$ cat src/rtl/dma_req_pkg.sv
// Shared types for the DMA request controller.
// Assumes: the watermark code is 2 bits and each step doubles the threshold.
package dma_req_pkg;
    typedef enum logic [1:0] {
        WM_X1 = 2'd0,
        WM_X2 = 2'd1,
        WM_X4 = 2'd2,
        WM_X8 = 2'd3
    } wm_code_e;
endpackage

$ cat src/rtl/dma_wm_decode.sv
// Turns a 2-bit watermark code into a byte threshold: BASE, 2*BASE, 4*BASE or 8*BASE.
// Assumes: SW is wide enough to hold 8*BASE.
module dma_wm_decode
    import dma_req_pkg::*;
#(
    parameter int SW   = 11,
    parameter int BASE = 16
) (
    input  logic [1:0]    sel,
    output logic [SW-1:0] thresh
);
    // Map each code to its byte count.
    always_comb begin
        case (wm_code_e'(sel))
            WM_X1:   thresh = SW'(BASE);
            WM_X2:   thresh = SW'(BASE * 2);
            WM_X4:   thresh = SW'(BASE * 4);
            default: thresh = SW'(BASE * 8);
        endcase
    end
endmodule

$ cat src/rtl/dma_tx_head_ctrl.sv
// Transmit side of the controller. In half duplex it holds the head of each frame
// until HEAD_BYTES bytes have been sent or the frame ends. A collision during the
// hold restarts the count. It raises tx_dma_req when the free space, less the bytes
// still held, reaches the watermark.
// Assumes: tx_frame_start is not pulsed in the same cycle as any other transmit strobe,
// and the FIFO reports tx_free without counting the held bytes.
module dma_tx_head_ctrl #(
    parameter int CW         = 9,
    parameter int SW         = 11,
    parameter int HEAD_BYTES = 64
) (
    input  logic          clk,
    input  logic          rst_n,
    input  logic          full_duplex,
    input  logic          tx_frame_start,
    input  logic          tx_frame_end,
    input  logic          tx_byte_sent,
    input  logic          tx_collision,
    input  logic [CW-1:0] tx_free,
    input  logic [SW-1:0] thresh,
    output logic          head_hold,
    output logic          tx_dma_req
);
    localparam int HCW = $clog2(HEAD_BYTES + 1);
    localparam logic [HCW-1:0] LAST_BYTE = HCW'(HEAD_BYTES - 1);

    logic           hold_q;
    logic [HCW-1:0] cnt_q;
    logic [SW-1:0]  retained;
    logic [SW-1:0]  need;
    logic           req_d;

    // Bytes still held count against the free space.
    assign retained = hold_q ? SW'(cnt_q) : '0;
    assign need     = thresh + retained;
    assign req_d    = SW'(tx_free) >= need;

    // Head retention state and byte counter.
    always_ff @(posedge clk) begin
        if (!rst_n) begin
            hold_q <= 1'b0;
            cnt_q  <= '0;
        end else if (full_duplex) begin
            hold_q <= 1'b0;
            cnt_q  <= '0;
        end else if (tx_frame_start) begin
            hold_q <= 1'b1;
            cnt_q  <= '0;
        end else if (hold_q) begin
            if (tx_frame_end) begin
                hold_q <= 1'b0;
            end else if (tx_collision) begin
                cnt_q <= '0;
            end else if (tx_byte_sent) begin
                if (cnt_q == LAST_BYTE) begin
                    hold_q <= 1'b0;
                    cnt_q  <= '0;
                end else begin
                    cnt_q <= cnt_q + 1'b1;
                end
            end
        end
    end

    // Registered transmit request.
    always_ff @(posedge clk) begin
        if (!rst_n) tx_dma_req <= 1'b0;
        else        tx_dma_req <= req_d;
    end

    assign head_hold = hold_q;

    // full duplex never holds the head.
    a_r4_fd_no_hold: assert property (@(posedge clk) disable iff (!rst_n)
        full_duplex |=> !head_hold);
    // a frame end during the hold releases it.
    a_r6_end_releases: assert property (@(posedge clk) disable iff (!rst_n)
        (head_hold && tx_frame_end && !tx_frame_start) |=> !head_hold);
    // once released, only a new frame start can bring the hold back.
    a_r6_no_rehold: assert property (@(posedge clk) disable iff (!rst_n)
        (!head_hold && !tx_frame_start) |=> !head_hold);
    // the counter stays below the head size while holding.
    a_r5_cnt_bound: assert property (@(posedge clk) disable iff (!rst_n)
        hold_q |-> (cnt_q < HCW'(HEAD_BYTES)));
endmodule

$ cat src/rtl/dma_rx_gate.sv
// Receive side of the controller. In half duplex without short-frame acceptance it
// blocks requests until HEAD_BYTES good bytes of a frame have arrived or the frame
// ends. It keeps a flag while a complete good frame sits in the FIFO.
// Assumes: rx_frame_start never comes in the same cycle as a byte or end strobe.
module dma_rx_gate #(
    parameter int CW         = 9,
    parameter int SW         = 11,
    parameter int HEAD_BYTES = 64
) (
    input  logic          clk,
    input  logic          rst_n,
    input  logic          full_duplex,
    input  logic          runt_accept,
    input  logic          rx_frame_start,
    input  logic          rx_byte_ok,
    input  logic          rx_frame_end,
    input  logic          rx_frame_good,
    input  logic [CW-1:0] rx_used,
    input  logic [SW-1:0] thresh,
    output logic          rx_dma_req
);
    localparam int HCW = $clog2(HEAD_BYTES + 1);
    localparam logic [HCW-1:0] HEAD_CNT  = HCW'(HEAD_BYTES);
    localparam logic [HCW-1:0] LAST_BYTE = HCW'(HEAD_BYTES - 1);

    logic           early_ok;
    logic           block_q;
    logic           wait_q;
    logic [HCW-1:0] cnt_q;
    logic           wait_set;
    logic           req_d;

    assign early_ok = full_duplex | runt_accept;
    assign wait_set = rx_frame_end & rx_frame_good & (early_ok | (cnt_q == HEAD_CNT));
    assign req_d    = !block_q && ((SW'(rx_used) >= thresh) || wait_q);

    // Good-byte counter for the frame now arriving, saturating at the head size.
    always_ff @(posedge clk) begin
        if (!rst_n)                              cnt_q <= '0;
        else if (rx_frame_start)                 cnt_q <= '0;
        else if (rx_byte_ok && cnt_q != HEAD_CNT) cnt_q <= cnt_q + 1'b1;
    end

    // Head-of-frame block for half duplex without short-frame acceptance.
    always_ff @(posedge clk) begin
        if (!rst_n)                                  block_q <= 1'b0;
        else if (early_ok)                           block_q <= 1'b0;
        else if (rx_frame_start)                     block_q <= 1'b1;
        else if (rx_frame_end)                       block_q <= 1'b0;
        else if (rx_byte_ok && cnt_q == LAST_BYTE)   block_q <= 1'b0;
    end

    // Whole-frame-waiting flag, cleared once the FIFO is empty.
    always_ff @(posedge clk) begin
        if (!rst_n)            wait_q <= 1'b0;
        else if (wait_set)     wait_q <= 1'b1;
        else if (rx_used == '0) wait_q <= 1'b0;
    end

    // Registered receive request.
    always_ff @(posedge clk) begin
        if (!rst_n) rx_dma_req <= 1'b0;
        else        rx_dma_req <= req_d;
    end

    // no request follows a blocked cycle.
    a_r7_block_quiet: assert property (@(posedge clk) disable iff (!rst_n)
        block_q |=> !rx_dma_req);
    // early mode never leaves the head block set.
    a_r10_early_unblocked: assert property (@(posedge clk) disable iff (!rst_n)
        early_ok |=> !block_q);
    // a bad frame end on an empty FIFO leaves no waiting frame.
    a_r9_bad_no_wait: assert property (@(posedge clk) disable iff (!rst_n)
        (rx_frame_end && !rx_frame_good && rx_used == '0) |=> !wait_q);
    // the good-byte counter never passes the head size.
    a_r7_cnt_bound: assert property (@(posedge clk) disable iff (!rst_n)
        cnt_q <= HEAD_CNT);
endmodule

$ cat src/rtl/dma_req_ctrl.sv
// Top of the duplex-aware DMA request controller. It decodes both watermark codes and
// drives the transmit head/request unit and the receive gating unit.
// Assumes: full_duplex and runt_accept change only between frames.
module dma_req_ctrl #(
    parameter int FIFO_DEPTH = 256,
    parameter int WM_BASE    = 16,
    parameter int HEAD_BYTES = 64,
    localparam int CW        = $clog2(FIFO_DEPTH) + 1
) (
    input  logic          clk,
    input  logic          rst_n,
    input  logic          full_duplex,
    input  logic          runt_accept,
    input  logic [1:0]    tx_wm_sel,
    input  logic [1:0]    rx_wm_sel,
    input  logic [CW-1:0] tx_free,
    input  logic [CW-1:0] rx_used,
    input  logic          tx_frame_start,
    input  logic          tx_frame_end,
    input  logic          tx_byte_sent,
    input  logic          tx_collision,
    input  logic          rx_frame_start,
    input  logic          rx_byte_ok,
    input  logic          rx_frame_end,
    input  logic          rx_frame_good,
    output logic          tx_dma_req,
    output logic          rx_dma_req,
    output logic          head_hold
);
    localparam int SW = CW + 2;

    logic [SW-1:0] tx_thr;
    logic [SW-1:0] rx_thr;

    dma_wm_decode #(.SW(SW), .BASE(WM_BASE)) u_tx_wm (.sel(tx_wm_sel), .thresh(tx_thr));
    dma_wm_decode #(.SW(SW), .BASE(WM_BASE)) u_rx_wm (.sel(rx_wm_sel), .thresh(rx_thr));

    dma_tx_head_ctrl #(.CW(CW), .SW(SW), .HEAD_BYTES(HEAD_BYTES)) u_tx (
        .clk            (clk),
        .rst_n          (rst_n),
        .full_duplex    (full_duplex),
        .tx_frame_start (tx_frame_start),
        .tx_frame_end   (tx_frame_end),
        .tx_byte_sent   (tx_byte_sent),
        .tx_collision   (tx_collision),
        .tx_free        (tx_free),
        .thresh         (tx_thr),
        .head_hold      (head_hold),
        .tx_dma_req     (tx_dma_req)
    );

    dma_rx_gate #(.CW(CW), .SW(SW), .HEAD_BYTES(HEAD_BYTES)) u_rx (
        .clk            (clk),
        .rst_n          (rst_n),
        .full_duplex    (full_duplex),
        .runt_accept    (runt_accept),
        .rx_frame_start (rx_frame_start),
        .rx_byte_ok     (rx_byte_ok),
        .rx_frame_end   (rx_frame_end),
        .rx_frame_good  (rx_frame_good),
        .rx_used        (rx_used),
        .thresh         (rx_thr),
        .rx_dma_req     (rx_dma_req)
    );

    // free space below the bare watermark never yields a transmit request.
    a_r3_tx_below_wm: assert property (@(posedge clk) disable iff (!rst_n)
        (SW'(tx_free) < tx_thr) |=> !tx_dma_req);
    // the smallest code gives the base threshold.
    a_r2_base_code: assert property (@(posedge clk) disable iff (!rst_n)
        (tx_wm_sel == 2'd0) |-> (tx_thr == SW'(WM_BASE)));
endmodule

$ cat config.mk
export PLATFORM = sky130hd
export DESIGN_NAME = dma_req_ctrl
export DESIGN_NICKNAME = d
export VERILOG_FILES = /design/src/rtl/dma_req_pkg.sv /design/src/rtl/dma_wm_decode.sv /design/src/rtl/dma_tx_head_ctrl.sv /design/src/rtl/dma_rx_gate.sv /design/src/rtl/dma_req_ctrl.sv
export SDC_FILE = /design/constraint.sdc
export NUM_CORES = 1
export LEC_CHECK = 0
export ABC_AREA = 1
export CAP_MARGIN = 25
export CORE_ASPECT_RATIO = 1.2
export CORE_UTILIZATION = 50
export DETAILED_ROUTE_END_ITERATION = 10
export GPL_ROUTABILITY_DRIVEN = 1
export PLACE_DENSITY = 0.8
export SLEW_MARGIN = 20
export SYNTH_ARGS = -nofsm -noshare
export SYNTH_HDL_FRONTEND = slang
export SYNTH_SLANG_ARGS = --single-unit
$ cat constraint.sdc
create_clock -name clk -period 2.7 [get_ports clk]
set_input_delay 0.54 -clock clk [delete_from_list [all_inputs] [get_ports clk]]
set_output_delay 0.54 -clock clk [all_outputs]
set_load 0.02 [all_outputs]
==> qor.yml <==
nets: 343
crit_path_top_delay_cell: "clkdlybuf4s50_1"
core_area_um2: 3030
pre_cts_slack_ns: -0.0749
syn-num-nets: 304
synth_cells: 250
placed_area_um2: 1960
synthArstFlopShare_pct: 0
hold_class: "reg2reg"
die_x_um: 53.3
critPathMaxFanout: 4
worst_pin_slew_ns: 0.365
synth-edff-count: 0
dr.pass1.iters: 4
ys_ff_latch: 19
ctsHoldBuffers: 0
drt-wirelength-per-cell_um: 9.87
seqPwrFrac_pct: 50.3
antenna_found_initial: 0
cp.required_ns: 2.95
dp_hpwl_um: 2630
power_switching_uw: 155
fmax_mhz: 405
grt_pass1_vias: 1392
slew_viol_final: 0
ir_drop_mv: 0.368
crit_type: "in2reg"
p_int_uw: 423
insertion_delay_ns: 0.29
drc: 0
cts_setup_buffers: 0
seq_area_frac_synth_pct: 24.1
viasPerCell: 4.84
outcome: "finished, final reports clean"
rr_endpoint: "u_tx.tx_dma_req$_SDFF_PN0_"
num_vias: 1568
path_cells: "clkdlybuf4s50_1, inv_1, nor2_1, fa_1, a21oi_1, or2_2, ha_1, nand2_1, nor3_1, nand2_1, nand3_1, nand2_1, inv_1"
min_path_cells: 2
pwr_density_cell_nw_per_um2: 290
layout-drive-gt1-share_pct: 4.51
finalPower_uw: 578
start_kind: "input port"
synth_top_area_share_pct: 24.1
leakagePower_nw: 0.974
synthFlopType: "dfxtp_1"
numCtsBuffers: 3
top_level_ports: 37
cts_root_buf: "clkbuf_4"
hold_ws_ns: 0.474
r2r_start: "u_tx.head_hold$_SDFF_PP0_"
cp_slowest_stage_delay_ns: 0.51
timing.final.ws_setup_ns: 0.231
yosys.area.top_type: "dfxtp_1"
rows: 22
post-route-util_pct: 65.7
multi_input_area_um2: 992
grt_max_degree: 11
relSlewSlack_pct: 75.6
drt_wl_total_um: 3200
p_comb_share_pct: 25.2
ctsResizeCount: 0
syn_to_final_growth_pct: 25.9
hold_start: "u_rx.wait_q$_SDFFE_PN0P_"
ant_nets: 0
initial_core_util_pct: 52.2
critical-path-top-delay-family: "simple AND/OR/NAND/NOR gates"
grt_pass1_wl_um: 5520
finalCritPeriodShare_pct: 91.4
instances_no_fill: 324
cts_tree: "done"
fin_skew_ns: 0.00169
die_h_um: 63.6
yosys_warnings: 0
syn_area_per_cell_um2: 6.33
worstHoldEndpoint: "u_rx.wait_q$_SDFFE_PN0P_"
grt_usage_pct: 21.2
arrival_ns: 2.72
first_iter_violations: 43
port-buffer-count: 36
max-cap-violations: 0
hold_violations: 0
place.gp.congestion: 0.874
worst_setup_path_end_kind: "flip-flop"
clockBufferDepth: 2
regArea_um2: 380
synth_cell_types: 24
synth_area_leaders: "dfxtp_1, nand2_1, ha_1"
overflow: 0
cp_common_cell: "nand2_1"
fill_cells: 303
fin_tns_setup_ns: 0
clock_power_share_pct: 24.5
clock_sinks: 19
synth.cell_area_um2: 1580
clk_pin_slew_ns: 0.10
h-tree-depth: 1
n_antenna_cell: 0
r2r_slack_ns: 0.42
crit_buf_inv: 3
rsz0062_at_grt: "false"
r2r_cells: 13
placedCellCount: 320
dieArea_um2: 3390
min_period_ns: 2.47
finalInstanceArea_um2: 1990
setup_violations: 0
switching_share_pct: 26.8
==> sequential cells by signal, summed over array words and instances, names as in the netlist <==
signal	count
u_rx.rx_dma_req	1
u_tx.head_hold	1
u_tx.tx_dma_req	1
u_tx.cnt_q	7
u_rx.cnt_q	7
u_rx.block_q	1
u_rx.wait_q	1
==> layer usage <==
layer  part of all wire [%]  wire length (µm)  GRT usage [%]  vias up
met5                      0                 0              0        -
met3                    5.0               161           2.42        4
met1                     45              1430           25.0      671
met4                    1.4                44           8.55        0
met2                     49              1560           37.2       40
li1                       -                 -              -      853
==> placed cells by master (no fill, tap or decap), types with 2 or more instances in the layout <==
| cell | n |
|---|---|
| a21oi_1 | 14 |
| clkbuf_4 | 3 |
| clkdlybuf4s50_1 | 36 |
| dfxtp_1 | 19 |
| ha_1 | 19 |
| inv_1 | 47 |
| nand2_1 | 64 |
| nand3_1 | 20 |
| nand3_2 | 2 |
| nand4_1 | 3 |
| nor2_1 | 35 |
| nor3_1 | 3 |
| o21ai_0 | 5 |
| or2_2 | 2 |
| xnor2_1 | 2 |
| xor2_1 | 4 |
==> synthesized netlist by cell type (2+ instances only) <==
cell / count
inv_1: 47
or2_2: 2
a21oi_1: 14
xor2_1: 4
buf_6: 2
dfxtp_1: 19
ha_1: 19
nor3_1: 3
nand3_2: 2
nand4_1: 3
nand3_1: 20
xnor2_1: 2
o21ai_0: 5
nor2_1: 35
nand2_1: 64
==> worst max-delay path by stage <==
stage	from	to	slack, ns	cells past startpoint
after floorplan	u_tx.head_hold$_SDFF_PP0_	u_tx.tx_dma_req$_SDFF_PN0_	0.56	14
after global placement	tx_wm_sel[1]	u_tx.tx_dma_req$_SDFF_PN0_	0.02	14
after detailed placement	tx_wm_sel[0]	u_tx.tx_dma_req$_SDFF_PN0_	-0.07	13
after CTS	tx_wm_sel[0]	u_tx.tx_dma_req$_SDFF_PN0_	0.24	13
after global routing	tx_wm_sel[0]	u_tx.tx_dma_req$_SDFF_PN0_	0.04	13
final	tx_wm_sel[0]	u_tx.tx_dma_req$_SDFF_PN0_	0.23	13
==> power by group through the flow <==
| stage | Clock (mW) | Combinational (mW) | Sequential [mW] |
|---|---|---|---|
| after floorplan | 0 | 0.0699 | 0.299 |
| after global placement | 0 | 0.143 | 0.297 |
| after detailed placement | 0 | 0.146 | 0.297 |
| after CTS | 0.148 | 0.147 | 0.291 |
| after global routing | 0.156 | 0.166 | 0.292 |
| final | 0.142 | 0.146 | 0.291 |
==> cells by family after synthesis <==
logic type                 Yosys count  share of synthesized area, %
xor gates and xnor gates             6                          3.32
AOI/OAI and AO/OA                   20                          6.57
and+or+nand+nor                    134                          36.6
DFF                                 19                          24.1
adders and majority gates           20                          16.3
buffers and inverters               51                          13.2
==> worst min-delay path: cells and delay by family (launching register included) <==
family,cells,cell delay (ns)
and+or+nand+nor,1,0.06
AOI/OAI and AO/OA,1,0.05
DFF,1,0.32
==> area by class of cell <==
class	instances	share of cell area, %
Multi-Input combinational cell	180	49.8
Clock buffer	4	1.32
Sequential cell	19	19.1
Timing Repair Buffer	36	18.1
Tap cell	36	2.26
Inverter	49	9.37
Power figures use the tool's default switching activity.
